$ cat config.mk
export PLATFORM = sky130hd
export DESIGN_NAME = cpwm_gen
export DESIGN_NICKNAME = d
export VERILOG_FILES = /design/src/rtl/cpwm_pkg.sv /design/src/rtl/cpwm_timebase.sv /design/src/rtl/cpwm_refgen.sv /design/src/rtl/cpwm_deadband.sv /design/src/rtl/cpwm_gen.sv
export SDC_FILE = /design/constraint.sdc
export NUM_CORES = 1
export LEC_CHECK = 0
export BUFFER_PORTS_ARGS = -buffer_cell sky130_fd_sc_hd__buf_2
export CAP_MARGIN = 10
export CORE_ASPECT_RATIO = 0.9
export CORE_MARGIN = 5
export CORE_UTILIZATION = 62
export CTS_BUF_LIST = sky130_fd_sc_hd__clkbuf_2 sky130_fd_sc_hd__clkbuf_4 sky130_fd_sc_hd__clkbuf_8
export DETAILED_ROUTE_END_ITERATION = 7
export PLACE_DENSITY = 0.86
export SLEW_MARGIN = 20
export SYNTH_ARGS = -nofsm -noshare
export SYNTH_HDL_FRONTEND = slang
export SYNTH_SLANG_ARGS = --single-unit
export TNS_END_PERCENT = 30
$ cat constraint.sdc
create_clock -name clk -period 3.7 [get_ports clk]
set_clock_uncertainty 0.1 [all_clocks]
set_input_delay 0.74 -clock clk [delete_from_list [all_inputs] [get_ports clk]]
set_output_delay 0.74 -clock clk [all_outputs]
set_load 0.005 [all_outputs]
$ cat src/rtl/cpwm_pkg.sv
package cpwm_pkg;
  typedef enum logic [1:0] {
    MODE_PWM  = 2'd0,
    MODE_FHI  = 2'd1,
    MODE_FLO  = 2'd2,
    MODE_HOLD = 2'd3
  } ch_mode_e;
endpackage

$ cat src/rtl/cpwm_timebase.sv
// Shared edge-aligned up-counter with shadowed period and dead time.
module cpwm_timebase #(
  parameter int CNT_W      = 12,
  parameter int DT_W       = 8,
  parameter int DEF_PERIOD = 2250,
  parameter int DEF_DT     = 10
) (
  input  logic             clk,
  input  logic             rst_n,
  input  logic [CNT_W-1:0] period_i,
  input  logic [DT_W-1:0]  dtime_i,
  output logic [CNT_W-1:0] cnt_o,
  output logic [DT_W-1:0]  dt_o,
  output logic             wrap_o
);
  localparam logic [CNT_W-1:0] RST_PER = CNT_W'(DEF_PERIOD);
  localparam logic [DT_W-1:0]  RST_DT  = DT_W'(DEF_DT);

  logic [CNT_W-1:0] per_q, cnt_q, last_c;
  logic [DT_W-1:0]  dt_q;

  // A zero period behaves as a period of one count.
  assign last_c = (per_q == '0) ? '0 : per_q - 1'b1;
  assign wrap_o = (cnt_q >= last_c);
  assign cnt_o  = cnt_q;
  assign dt_o   = dt_q;

  always_ff @(posedge clk or negedge rst_n) begin
    if (!rst_n) begin
      cnt_q <= '0;
      per_q <= RST_PER;
      dt_q  <= RST_DT;
    end else if (wrap_o) begin
      cnt_q <= '0;
      per_q <= period_i;
      dt_q  <= dtime_i;
    end else begin
      cnt_q <= cnt_q + 1'b1;
    end
  end

  // count never leaves the shadowed period
  p_cnt_range_r2: assert property (@(posedge clk) disable iff (!rst_n)
    cnt_q <= last_c);
  // period shadow only moves at a wrap
  p_per_hold_r2: assert property (@(posedge clk) disable iff (!rst_n)
    !wrap_o |=> $stable(per_q));
  // dead-time shadow only moves at a wrap
  p_dt_hold_r4: assert property (@(posedge clk) disable iff (!rst_n)
    !wrap_o |=> $stable(dt_q));
endmodule

$ cat src/rtl/cpwm_refgen.sv
// Per-phase reference: threshold shadow plus mode decode.
module cpwm_refgen
  import cpwm_pkg::*;
#(
  parameter int CNT_W   = 12,
  parameter int DEF_CMP = 100
) (
  input  logic             clk,
  input  logic             rst_n,
  input  logic             wrap_i,
  input  logic [CNT_W-1:0] cnt_i,
  input  logic [CNT_W-1:0] cmp_i,
  input  ch_mode_e         mode_i,
  output logic             ref_o
);
  localparam logic [CNT_W-1:0] RST_CMP = CNT_W'(DEF_CMP);

  logic [CNT_W-1:0] cmp_q;
  logic             ref_q;

  assign ref_o = ref_q;

  always_ff @(posedge clk or negedge rst_n) begin
    if (!rst_n) begin
      cmp_q <= RST_CMP;
    end else if (wrap_i) begin
      cmp_q <= cmp_i;
    end
  end

  always_ff @(posedge clk or negedge rst_n) begin
    if (!rst_n) begin
      ref_q <= 1'b0;
    end else begin
      unique case (mode_i)
        MODE_PWM: ref_q <= (cnt_i < cmp_q);
        MODE_FHI: ref_q <= 1'b1;
        MODE_FLO: ref_q <= 1'b0;
        default:  ref_q <= ref_q;
      endcase
    end
  end

  // threshold shadow only moves at a wrap
  p_cmp_hold_r4: assert property (@(posedge clk) disable iff (!rst_n)
    !wrap_i |=> $stable(cmp_q));
  // forced levels
  p_force_hi_r5: assert property (@(posedge clk) disable iff (!rst_n)
    (mode_i == MODE_FHI) |=> ref_o);
  p_force_lo_r5: assert property (@(posedge clk) disable iff (!rst_n)
    (mode_i == MODE_FLO) |=> !ref_o);
  // hold keeps the reference
  p_hold_r6: assert property (@(posedge clk) disable iff (!rst_n)
    (mode_i == MODE_HOLD) |=> $stable(ref_o));
endmodule

$ cat src/rtl/cpwm_deadband.sv
// Splits one reference into high/low gates with a dead-band counter.
module cpwm_deadband #(
  parameter int DT_W = 8
) (
  input  logic            clk,
  input  logic            rst_n,
  input  logic            ref_i,
  input  logic [DT_W-1:0] dt_i,
  input  logic            en_hi_i,
  input  logic            en_lo_i,
  input  logic            moe_i,
  output logic            hi_o,
  output logic            lo_o
);
  logic            ref_d;
  logic [DT_W-1:0] dcnt_q;
  logic            settled;
  logic            hi_n, lo_n;

  assign settled = (dcnt_q == '0);

  // Each reference edge restarts the wait; a second edge before expiry
  // restarts it again, so a short pulse never reaches the gate.
  always_ff @(posedge clk or negedge rst_n) begin
    if (!rst_n) begin
      ref_d  <= 1'b0;
      dcnt_q <= '0;
    end else begin
      ref_d <= ref_i;
      if (ref_i != ref_d) begin
        dcnt_q <= dt_i;
      end else if (!settled) begin
        dcnt_q <= dcnt_q - 1'b1;
      end
    end
  end

  always_comb begin
    if (!moe_i) begin
      hi_n = 1'b1;
      lo_n = 1'b1;
    end else begin
      unique case ({en_hi_i, en_lo_i})
        2'b11: begin
          hi_n = ref_d & settled;
          lo_n = ~ref_d & settled;
        end
        2'b10: begin
          hi_n = ref_d;
          lo_n = 1'b0;
        end
        2'b01: begin
          hi_n = 1'b0;
          lo_n = ~ref_d;
        end
        default: begin
          hi_n = 1'b0;
          lo_n = 1'b0;
        end
      endcase
    end
  end

  always_ff @(posedge clk or negedge rst_n) begin
    if (!rst_n) begin
      hi_o <= 1'b0;
      lo_o <= 1'b0;
    end else begin
      hi_o <= hi_n;
      lo_o <= lo_n;
    end
  end

  // no shoot-through while outputs are live
  p_no_overlap_r7: assert property (@(posedge clk) disable iff (!rst_n)
    (hi_o && lo_o) |-> !$past(moe_i));
  // idle parking
  p_idle_r10: assert property (@(posedge clk) disable iff (!rst_n)
    ($past(rst_n) && !$past(moe_i)) |-> (hi_o && lo_o));
  // disabled gates stay low
  p_hi_off_r9: assert property (@(posedge clk) disable iff (!rst_n)
    ($past(rst_n) && $past(moe_i) && !$past(en_hi_i)) |-> !hi_o);
  p_lo_off_r9: assert property (@(posedge clk) disable iff (!rst_n)
    ($past(rst_n) && $past(moe_i) && !$past(en_lo_i)) |-> !lo_o);
endmodule

$ cat src/rtl/cpwm_gen.sv
// Three-phase complementary PWM generator, top level.
module cpwm_gen
  import cpwm_pkg::*;
#(
  parameter int NCH        = 3,
  parameter int CNT_W      = 12,
  parameter int DT_W       = 8,
  parameter int DEF_PERIOD = 2250,
  parameter int DEF_CMP    = 100,
  parameter int DEF_DT     = 10
) (
  input  logic               clk,
  input  logic               rst_n,
  input  logic [CNT_W-1:0]   period_i,
  input  logic [NCH*CNT_W-1:0] cmp_i,
  input  logic [DT_W-1:0]    dtime_i,
  input  logic [2*NCH-1:0]   mode_i,
  input  logic [NCH-1:0]     en_hi_i,
  input  logic [NCH-1:0]     en_lo_i,
  input  logic               moe_i,
  output logic [NCH-1:0]     gate_hi_o,
  output logic [NCH-1:0]     gate_lo_o
);
  logic [CNT_W-1:0] cnt;
  logic [DT_W-1:0]  dt;
  logic             wrap;
  logic [NCH-1:0]   ref_v;

  cpwm_timebase #(
    .CNT_W(CNT_W), .DT_W(DT_W), .DEF_PERIOD(DEF_PERIOD), .DEF_DT(DEF_DT)
  ) u_tb (
    .clk(clk), .rst_n(rst_n), .period_i(period_i), .dtime_i(dtime_i),
    .cnt_o(cnt), .dt_o(dt), .wrap_o(wrap)
  );

  for (genvar c = 0; c < NCH; c++) begin : g_phase
    cpwm_refgen #(.CNT_W(CNT_W), .DEF_CMP(DEF_CMP)) u_ref (
      .clk(clk), .rst_n(rst_n), .wrap_i(wrap), .cnt_i(cnt),
      .cmp_i(cmp_i[c*CNT_W +: CNT_W]),
      .mode_i(ch_mode_e'(mode_i[2*c +: 2])),
      .ref_o(ref_v[c])
    );
    cpwm_deadband #(.DT_W(DT_W)) u_db (
      .clk(clk), .rst_n(rst_n), .ref_i(ref_v[c]), .dt_i(dt),
      .en_hi_i(en_hi_i[c]), .en_lo_i(en_lo_i[c]), .moe_i(moe_i),
      .hi_o(gate_hi_o[c]), .lo_o(gate_lo_o[c])
    );
  end
endmodule

* Word-level counts from Yosys, hierarchy flattened
Index checks and enable logic that the tools add are counted. W data, S select, Z words.
Operators by class: add/subtract/negate cells 5, order comparisons 4, eq/ne operators 21, mux-type cells 23, bitwise operators 9, reduce and logical (&&, ||, !) cells 10
Operator list (count):
- $mux W8 | 6
- $lt A12 B12 Y1 | 3
- $logic_not A8 Y1 | 3
- $mux W12 | 2
- $sub A8 B1 Y8 const B | 3
- $eq A2 B2 Y1 const B | 9
- $add A12 B1 Y12 const B | 1
- $eq A2 B1 Y1 const B | 6
- $ge A12 B12 Y1 | 1
- $logic_not A12 Y1 | 1
- $pmux W1 S2 | 6
- $sub A12 B1 Y12 const B | 1
- $pmux W1 S3 | 3
- $reduce_bool A3 Y1 | 3
- $and A1 B1 Y1 | 6
- $logic_not A2 Y1 | 3
- $mux W1 | 6
- $ne A2 B2 Y1 const B | 3
- $ne A1 B1 Y1 | 3
- $not A1 Y1 | 3
Storage, ports and cells: register bits after elaboration 104, bits of input ports 71, word-level logic and storage cells 93

* Depth between registers and ports, before layout
Gate-level depths: netlist of run 1.
word-level depth 4, gate-level depth with buffers 13, mapped depth without buffers 11

* By module
Synthesis of run 1 repeated with hierarchy kept, for this count alone.
Second synthesis, totals: cell total of the unflattened synthesis 617, area, all modules 6034.5 um^2
Modules (own cells, without submodules):
- cpwm_refgen | times used 3, cells each 83, area an instance 777.0 um^2, seq. area each 329.1 um^2
- cpwm_deadband | times used 3, cells each 67, area an instance 629.4 um^2, seq. area each 275.3 um^2
- cpwm_timebase | times used 1, cells each 167, area an instance 1815.5 um^2, seq. area each 809.5 um^2

* Worst setup path after synthesis of run 1
Ideal clock, no wire load.
path kind register to register, start point reg u_tb.per_q[5], end point reg g_phase[2].u_ref.cmp_q[2], arrival time 2.889 ns, setup slack 0.630 ns, cell stages (with the launch flop) 13, path buffers 3, period minus slack after synthesis 3.070 ns, cell sequence dfrtp_1 nor3_4 and3_1 or4b_1 buf_2 nand2_1 ha_1 and4_4 a41o_1 a32o_1 buf_2 buf_2 o211ai_1
On the way: cells in the longest elaborated chain, start to end 3, elaborated cells on any way between the ends 4, those cells by class 1 x add/sub; 1 x order compare; 1 x mux; 1 x reduce/logical
Ends and longest elaborated chain:
- from (decl) | RTL line cpwm_timebase.sv:19 | logic [CNT_W-1:0] per_q, cnt_q, last_c;
- from (signal assigned) | RTL line cpwm_timebase.sv:35 | per_q <= period_i;
- $sub A12 B1 Y12 or $logic_not A12 Y1 (tied branches) | RTL line cpwm_timebase.sv:23 | assign last_c = (per_q == '0) ? '0 : per_q - 1'b1;
- $mux W12 * | RTL line cpwm_timebase.sv:23
- $ge A12 B12 Y1 * | RTL line cpwm_timebase.sv:24 | assign wrap_o = (cnt_q >= last_c);
- to (signal assigned) | RTL line cpwm_refgen.sv:27 | cmp_q <= cmp_i;
- to (decl) | RTL line cpwm_refgen.sv:18 | logic [CNT_W-1:0] cmp_q;
Every way passes the cells marked *; elsewhere a longest branch is shown, timed or not. A chain may end at the register's enable or synchronous reset.

* Final worst setup path of run 1
start point reg u_tb.per_q[5], end point reg g_phase[1].u_ref.cmp_q[3]
On the way: cells in the longest elaborated chain, start to end 3, elaborated cells on any way between the ends 4, those cells by class 1 x add/sub; 1 x order compare; 1 x mux; 1 x reduce/logical
Ends and longest elaborated chain (RTL line):
- $sub A12 B1 Y12 or $logic_not A12 Y1 (tied branches) | cpwm_timebase.sv:23
- $mux W12 * | cpwm_timebase.sv:23
- $ge A12 B12 Y1 * | cpwm_timebase.sv:24
- to (signal assigned) | cpwm_refgen.sv:27
- to (decl) | cpwm_refgen.sv:18
Marks and branches as above.

==> results of run 1 <==
==> power by group through the flow <==
stage	clock (mW)	sequential, mW	combinational [mW]
2_1_floorplan	0	1.36	0.301
3_3_place_gp	0	1.38	0.422
3_5_place_dp	0	1.39	0.447
4_1_cts	0.694	1.37	0.449
5_1_grt	0.743	1.38	0.512
6_report	0.682	1.37	0.446
==> flip-flops by register name (all words and copies together), names as in the netlist <==
register and cells:
g_phase.u_db.dcnt_q 24, g_phase.u_db.hi_o 3, g_phase.u_db.lo_o 3, g_phase.u_db.ref_d 3, g_phase.u_ref.cmp_q 36, g_phase.u_ref.ref_o 3
u_tb.cnt_o 12, u_tb.dt_o 8, u_tb.per_q 12
==> cell families (layout without fill, tap and decap cells) <==
family          count (synthesis)  after routing  synth area share, %
simple gates                  318            318                 22.0
compound gates                203            203                 20.7
buf+inv                       119            168                 6.65
flops                         104            104                 36.1
fa+ha+maj                      57             57                 9.83
xor+xnor                       27             27                 3.26
mux                            10             10                 1.43
==> cell type report <==
cell class              count  area, µm²
clock buffers               9        124
clock inverters             7       55.1
fillers                   941       3460
inverters                  59        221
multi-input cells         615       4180
flip-flops and latches    104       2620
well taps                 156        195
repair buffers             93        573
==> synth_stat cells (all sizes together), types with 5 or more instances <==
| library cell | number | area, µm² |
|---|---|---|
| xnor2 | 14 | 123 |
| nand2b | 8 | 50.1 |
| o21ai | 26 | 130 |
| clkbuf | 38 | 143 |
| dfrtp | 88 | 2200 |
| xor2 | 13 | 114 |
| a31oi | 6 | 37.5 |
| o31ai | 5 | 37.5 |
| a21oi | 17 | 85.1 |
| nor3b | 9 | 67.6 |
| and2 | 6 | 40.0 |
| nand4 | 61 | 382 |
| mux2i | 7 | 70.1 |
| nor3 | 18 | 101 |
| dfstp | 16 | 420 |
| nand3 | 7 | 35.0 |
| nor2 | 15 | 56.3 |
| buf | 22 | 119 |
| nand2 | 163 | 612 |
| nor2b | 9 | 56.3 |
| a21o | 7 | 52.6 |
| inv | 59 | 221 |
| ha | 57 | 713 |
| a2bb2oi | 56 | 490 |
| o211ai | 59 | 443 |
==> per-layer routing <==
layer	track usage [%]	vias to the layer above	share of wire, %
met2	43.1	241	48
met5	0	-	0
met4	10.2	0	2.6
met3	5.34	42	6.3
met1	36.7	3097	43
li1	-	3137	-
==> worst reg2reg max path: cells and delay by family (launching register included) <==
kind | cells | cell delay [ns]
compound gates | 4 | 0.84
flops | 1 | 0.45
fa+ha+maj | 1 | 0.24
buf+inv | 2 | 0.40
simple gates | 4 | 1.27
==> how the worst max path moves through the flow <==
| stage | to | slack (ns) | cells after the start |
|---|---|---|---|
| floorplan | g_phase[2].u_ref.cmp_q[2] | 0.63 | 12 |
| global placement | g_phase[2].u_ref.cmp_q[8] | 0.39 | 11 |
| detailed placement | g_phase[2].u_ref.cmp_q[9] | 0.36 | 11 |
| CTS | g_phase[1].u_ref.cmp_q[3] | 0.30 | 11 |
| global route | g_phase[0].u_ref.cmp_q[6] | 0.06 | 12 |
| finish | g_phase[1].u_ref.cmp_q[3] | 0.27 | 11 |
==> metrics by stage <==
step	hold slack (ns)	cells	worst slack (ns)
floorplan	0.292	838	0.630
global placement	0.323	1027	0.386
detailed placement	0.337	1027	0.360
CTS	0.355	1043	0.299
global route	0.370	1043	0.0597
finish	0.356	1043	0.272
==> placed cells by master, fill, tap and decap left out, types with 4 or more instances in the layout <==
master                      count
sky130_fd_sc_hd__nand2_1      162
sky130_fd_sc_hd__dfrtp_1       88
sky130_fd_sc_hd__buf_2         75
sky130_fd_sc_hd__nand4_1       61
sky130_fd_sc_hd__o211ai_1      59
sky130_fd_sc_hd__inv_1         59
sky130_fd_sc_hd__ha_1          57
sky130_fd_sc_hd__a2bb2oi_1     56
sky130_fd_sc_hd__o21ai_0       24
sky130_fd_sc_hd__a21oi_1       17
sky130_fd_sc_hd__nor3_1        17
sky130_fd_sc_hd__dfstp_2       16
sky130_fd_sc_hd__nor2_1        15
sky130_fd_sc_hd__xnor2_1       14
sky130_fd_sc_hd__xor2_1        13
sky130_fd_sc_hd__buf_4         13
sky130_fd_sc_hd__nor3b_1        9
sky130_fd_sc_hd__nor2b_1        9
sky130_fd_sc_hd__clkbuf_8       9
sky130_fd_sc_hd__nand2b_1       8
sky130_fd_sc_hd__mux2i_1        7
sky130_fd_sc_hd__nand3_1        7
sky130_fd_sc_hd__a21o_1         7
sky130_fd_sc_hd__a31oi_1        6
sky130_fd_sc_hd__o31ai_1        5
sky130_fd_sc_hd__buf_12         5
sky130_fd_sc_hd__or3_1          4
sky130_fd_sc_hd__and3_1         4
sky130_fd_sc_hd__a2111oi_0      4
==> flow_metrics.py, run 1 <==
metrics = {
    "global_route": {
        "grt_pass1_wl_mm": 30.8,
        "grtUsageTotal_pct": 27.1,
        "vias_in_the_first_global_route": 6369,
        "number_of_antenna_violations_at_the_first_check_in_global_routing": 0,
        "grt_start_max_net_pins": 72,
        "overflow": 0,
    },
    "worst_setup_path": {
        "critical_path.most_common_cell": "sky130_fd_sc_hd__buf_12",
        "cp.buffers_inverters": 2,
        "timing.critical_path.slowest_stage_cell": "sky130_fd_sc_hd__or4b_1",
        "ff2ff_setup_slack_ns": 0.27,
        "cp_max_fo": 23,
        "worst_setup_path_start_kind": "register",
        "critPathTopFamily": "simple AND/OR/NAND/NOR gates",
        "crit_required_ns": 3.86,
        "crit_path_end_kind": "register",
        "worstPathCellList": "nor3_4 -> and3_1 -> or4b_1 -> nand2_1 -> ha_1 -> a21oi_1 -> o21ai_4 -> buf_12 -> buf_12 -> a2bb2oi_1 -> o211ai_1",
        "critPathKind": "reg -> reg",
        "worst-endpoint-arrival_ns": 3.59,
        "crit_path_start": "u_tb.per_q[5]",
        "endpoint_of_the_lowest_slack_register_to_register_path": "g_phase[1].u_ref.cmp_q[3]",
        "timing.critical_path.slowest_cell_delay_ns": 0.63,
        "regToRegStartpoint": "u_tb.per_q[5]",
        "ff2ff_path_depth": 11,
    },
    "layout": {
        "area_delta_synth_final_pct": 9.86,
        "design_area_um2": 7970,
        "drive_gt1_share_pct": 15.8,
        "num-nets-final": 1010,
        "antenna-diode-count": 0,
        "layout.core_utilization_pct": 69.7,
    },
    "cts": {
        "clock_sinks": 104,
        "clk_transition_reported_paths_ns": 0.10,
        "cts_buffers": 9,
        "clock_insertion_delay_worst_skew_ns": 0.39,
        "cts_post_setup_buffers_inserted": 0,
        "cts_max_path_buffers": 2,
        "cts-resized-gates": 0,
        "clock_tree.htree_level_count": 3,
        "clk_root_buffer_cell": "sky130_fd_sc_hd__clkbuf_8",
        "cts-hold-fix-buffers": 0,
        "tritoncts_clock_tree": "yes",
    },
    "timing": {
        "hold_viol": 0,
        "setup_total_negative_slack_ns": 0,
        "layout_worst_path_cycle_share_pct": 92.7,
        "rsz0062_at_grt": "false",
        "worst_pin_slew_ns": 0.977,
        "fmaxAchievable_ghz": 0.292,
        "post-route-min-period_ns": 3.43,
        "slew_margin_rel_pct": 34.7,
        "setup_viol": 0,
        "report.final.slew_viol_count": 0,
    },
    "logic_synthesis": {
        "yosysWarningCount": 0,
        "yosysSeqAreaShare_pct": 36.1,
        "synth-edff-count": 0,
        "syn_area_um2": 7260,
        "dominantRegCellSynth": "sky130_fd_sc_hd__dfrtp_1",
        "mappedNetlistNets": 966,
        "synth-seq-cells": 104,
        "synth_cells": 838,
        "synth.distinct_cells": 57,
        "synth.avg_cell_area_um2": 8.66,
        "async_flop_share_pct": 100,
    },
    "power_and_ir_drop": {
        "netSwitchingPower_mw": 0.790,
        "seq_power_share_pct": 54.8,
        "cellInternalPower_mw": 1.70,
        "vdd_drop_max_mv": 0.198,
        "report.power.total_mw": 2.49,
        "clockPowerShare_pct": 27.4,
        "power.switching_fraction_pct": 31.7,
        "total_power_divided_by_cell_area_nw_per_um2": 313,
        "combinational_share_of_power_pct": 17.9,
        "power_leakage_nw": 3.89,
    },
    "route": {
        "vias": 6517,
        "detail_route.drc_violations": 0,
        "drt-initial-drc-count": 465,
        "drtAntennaViolNets": 0,
        "drt_pre_antenna_iters": 5,
        "viasPerCell": 6.25,
        "drt_wl_total_mm": 18.1,
        "route.detailed.wl_per_inst_um": 17.4,
    },
    "hold_path": {
        "worst_hold_path.endpoint": "g_phase[0].u_db.ref_d",
        "timing.hold.worst.start": "g_phase[0].u_ref.ref_o",
        "worst_hold_path.num_cells": 0,
        "worst_hold_path_type": "reg -> reg",
    },
    "floorplanning": {
        "chipHeight_um": 113,
        "die_ar_um2": 14000,
        "die_w_um": 124,
        "io-pin-count": 77,
        "placement_rows": 37,
        "initial_utilization_pct": 63.5,
        "core_um2": 11400,
    },
    "status": {
        "run_status": "finished clean",
    },
    "placed_design": {
        "place_hpwl_mm": 12.5,
        "finalWeightedCongestion": 0.887,
        "portBuffers": 76,
        "detailed_place.area_um2": 7790,
    },
    "flow_run": {
        "cap_viol_max_count": 0,
    },
}
Note: power is estimated with default switching activity, not from simulation.
==> run 2, diff against run 1 <==
--- a/config.mk
+++ b/config.mk
@@ -7,13 +7,14 @@
 export LEC_CHECK = 0
 export BUFFER_PORTS_ARGS = -buffer_cell sky130_fd_sc_hd__buf_2
 export CAP_MARGIN = 10
+export CELL_PAD_IN_SITES_DETAIL_PLACEMENT = 1
+export CELL_PAD_IN_SITES_GLOBAL_PLACEMENT = 2
 export CORE_ASPECT_RATIO = 0.9
 export CORE_MARGIN = 5
-export CORE_UTILIZATION = 62
+export CORE_UTILIZATION = 38
 export CTS_BUF_LIST = sky130_fd_sc_hd__clkbuf_2 sky130_fd_sc_hd__clkbuf_4 sky130_fd_sc_hd__clkbuf_8
 export DETAILED_ROUTE_END_ITERATION = 7
 export PLACE_DENSITY = 0.86
-export SLEW_MARGIN = 20
 export SYNTH_ARGS = -nofsm -noshare
 export SYNTH_HDL_FRONTEND = slang
 export SYNTH_SLANG_ARGS = --single-unit
==> run 2 against run 1 <==
Non-clock buffer count unchanged. Sequential power about the same. Critical path depth unchanged. First-iteration DRC count down 40%. Via count up 0.52%. Maximum frequency up 1.4%. Routed wire length up 19%. Combinational power about the same. Clock-buffer cell count up 3. Critical path type unchanged. Largest cell class unchanged.
==> flow_metrics.py, run 2 (synthesis gave the netlist of run 1 again) <==
metrics = {
    "status": {
        "run_status": "finished clean",
    },
    "layout": {
        "top_register": "g_phase.u_ref.cmp_q",
        "num-nets-final": 1010,
        "most_frequent_cells_in_the_layout": "sky130_fd_sc_hd__nand2_1 (162), sky130_fd_sc_hd__dfrtp_1 (88), sky130_fd_sc_hd__buf_2 (75)",
        "final_common_cell": "sky130_fd_sc_hd__nand2_1",
        "area_delta_synth_final_pct": 11.7,
        "drive_gt1_share_pct": 15.9,
        "antenna-diode-count": 0,
        "layout.core_utilization_pct": 42.7,
        "number_of_flip_flops_under_the_largest_register_name": 36,
        "filler_cell_count": 2290,
        "top_regs": "g_phase.u_ref.cmp_q x36, g_phase.u_db.dcnt_q x24",
        "finalNonFillerCells": 1137,
    },
    "timing": {
        "post-route-min-period_ns": 3.38,
        "setup_viol": 0,
        "layout_worst_path_cycle_share_pct": 91.4,
        "rsz0062_at_grt": "false",
        "fmaxAchievable_ghz": 0.296,
        "worst_pin_slew_ns": 1.13,
        "hold_viol": 0,
        "hold-worst-slack_ns": 0.277,
        "report.final.slew_viol_count": 0,
        "setup_total_negative_slack_ns": 0,
        "slew_margin_rel_pct": 24.3,
    },
    "floorplanning": {
        "io-pin-count": 77,
        "die_ar_um2": 22000,
        "chipHeight_um": 141,
        "core_um2": 19000,
        "placement_rows": 48,
        "die_w_um": 156,
        "initial_utilization_pct": 38.2,
    },
    "cts": {
        "clock_tree.htree_level_count": 3,
        "clock_insertion_delay_worst_skew_ns": 0.39,
        "clk_root_buffer_cell": "sky130_fd_sc_hd__clkbuf_8",
        "clk_transition_reported_paths_ns": 0.10,
        "tritoncts_clock_tree": "yes",
        "clock_sinks": 104,
        "cts_buffers": 9,
        "cts_max_path_buffers": 2,
    },
    "placed_design": {
        "place_hpwl_mm": 15.0,
        "placed_cells_incl_taps": 1121,
        "finalWeightedCongestion": 0.820,
        "portBuffers": 76,
    },
    "hold_path": {
        "worst_hold_path_type": "in -> async",
    },
    "worst_setup_path": {
        "worst-endpoint-arrival_ns": 3.59,
        "critPathKind": "reg -> reg",
        "cp_max_fo": 38,
        "crit_path_end_kind": "register",
        "crit_required_ns": 3.91,
        "worst_setup_path_start_kind": "register",
    },
    "flow_run": {
        "cap_viol_max_count": 0,
    },
    "global_route": {
        "grt_start_max_net_pins": 57,
        "grt_pass1_wl_mm": 35.9,
        "vias_in_the_first_global_route": 6835,
        "number_of_antenna_violations_at_the_first_check_in_global_routing": 0,
        "grtUsageTotal_pct": 20.1,
        "overflow": 0,
    },
    "power_and_ir_drop": {
        "power_leakage_nw": 3.89,
        "vdd_drop_max_mv": 0.166,
        "total_power_divided_by_cell_area_nw_per_um2": 314,
    },
    "route": {
        "vias": 6551,
        "drt-initial-drc-count": 279,
        "drt_pre_antenna_iters": 4,
        "route.detailed.wl_per_inst_um": 19.0,
        "drtAntennaViolNets": 0,
        "drt_wl_total_mm": 21.6,
        "detail_route.drc_violations": 0,
        "viasPerCell": 5.76,
    },
}
==> run 2: cell types whose count changed in the layout (fill, tap and decap cells not counted) <==
cell                         change
sky130_fd_sc_hd__clkbuf_8        +3
sky130_fd_sc_hd__clkinv_2        -1
sky130_fd_sc_hd__clkinv_4        -2
sky130_fd_sc_hd__clkinvlp_4      +2
sky130_fd_sc_hd__inv_6           -1
sky130_fd_sc_hd__inv_8           -1
sky130_fd_sc_hd__nor3b_1         -1
sky130_fd_sc_hd__nor3b_2         +1
==> run 2: path summary, 6_finish.rpt <==
kind | start | end | slack (ns) | cells past startpoint
worst max-delay path | u_tb.per_q[5] | g_phase[1].u_ref.cmp_q[9] | 0.32 | 11
worst min-delay path | rst_n | g_phase[1].u_db.dcnt_q[7] | 0.28 | 1
max in group asynchronous | rst_n | g_phase[2].u_ref.cmp_q[5] | 2.41 | 2
worst max register to register | u_tb.per_q[5] | g_phase[1].u_ref.cmp_q[9] | 0.32 | 11
min in group clk | g_phase[0].u_ref.ref_o | g_phase[0].u_db.ref_d | 0.36 | 0
worst min register to register | g_phase[0].u_ref.ref_o | g_phase[0].u_db.ref_d | 0.36 | 0
==> run 2: final cells by class <==
class	count	area [µm²]	share of cell area, %
inverters	59	221	2.73
repair buffers	93	573	7.07
flip-flops and latches	104	2620	32.3
clock buffers	12	165	2.04
clock inverters	4	27.5	0.339
well taps	250	313	3.86
multi-input cells	615	4190	51.6
==> run 2: per-stage QoR <==
step / cell area [µm²] / power (mW) / setup slack (ns)
floorplan: 7260 / 1.66 / 0.630
CTS: 8110 / 2.58 / 0.262
finish: 8110 / 2.55 / 0.319
global placement: 7910 / 1.81 / 0.385
global route: 8110 / 2.70 / 0.0428
detailed placement: 7910 / 1.84 / 0.287
==> run 2: metal layers <==
| metal | global-route usage, % | vias up | wire, µm |
|---|---|---|---|
| li1 | - | 3134 | - |
| met1 | 26.1 | 3300 | 9960 |
| met2 | 35.6 | 104 | 10800 |
| met3 | 3.71 | 13 | 688 |
| met4 | 3.50 | 0 | 148 |
| met5 | 0 | - | 0 |
==> run 2: where the power goes <==
| group | internal [mW] | switching, mW |
|---|---|---|
| Combinational | 0.202 | 0.246 |
| Sequential | 1.25 | 0.124 |
| Clock | 0.299 | 0.430 |
| Total | 1.75 | 0.800 |
==> run 2: worst max-delay path, stage by stage (launching register included) <==
cell,delay [ns]
sky130_fd_sc_hd__dfrtp_1,0.47
sky130_fd_sc_hd__nor3_4,0.25
sky130_fd_sc_hd__and3_1,0.24
sky130_fd_sc_hd__or4b_1,0.62
sky130_fd_sc_hd__nand2_1,0.12
sky130_fd_sc_hd__ha_1,0.15
sky130_fd_sc_hd__and4_4,0.24
sky130_fd_sc_hd__buf_4,0.28
sky130_fd_sc_hd__buf_4,0.45
sky130_fd_sc_hd__nand2_1,0.11
sky130_fd_sc_hd__a2bb2oi_1,0.15
sky130_fd_sc_hd__o211ai_1,0.09
==> run 2: repair_timing <==
item                                    CTS  global route
buffers inserted                          0             0
resized for setup                         0             1
hold buffers                              0             0
endpoints found under the setup margin    0            38
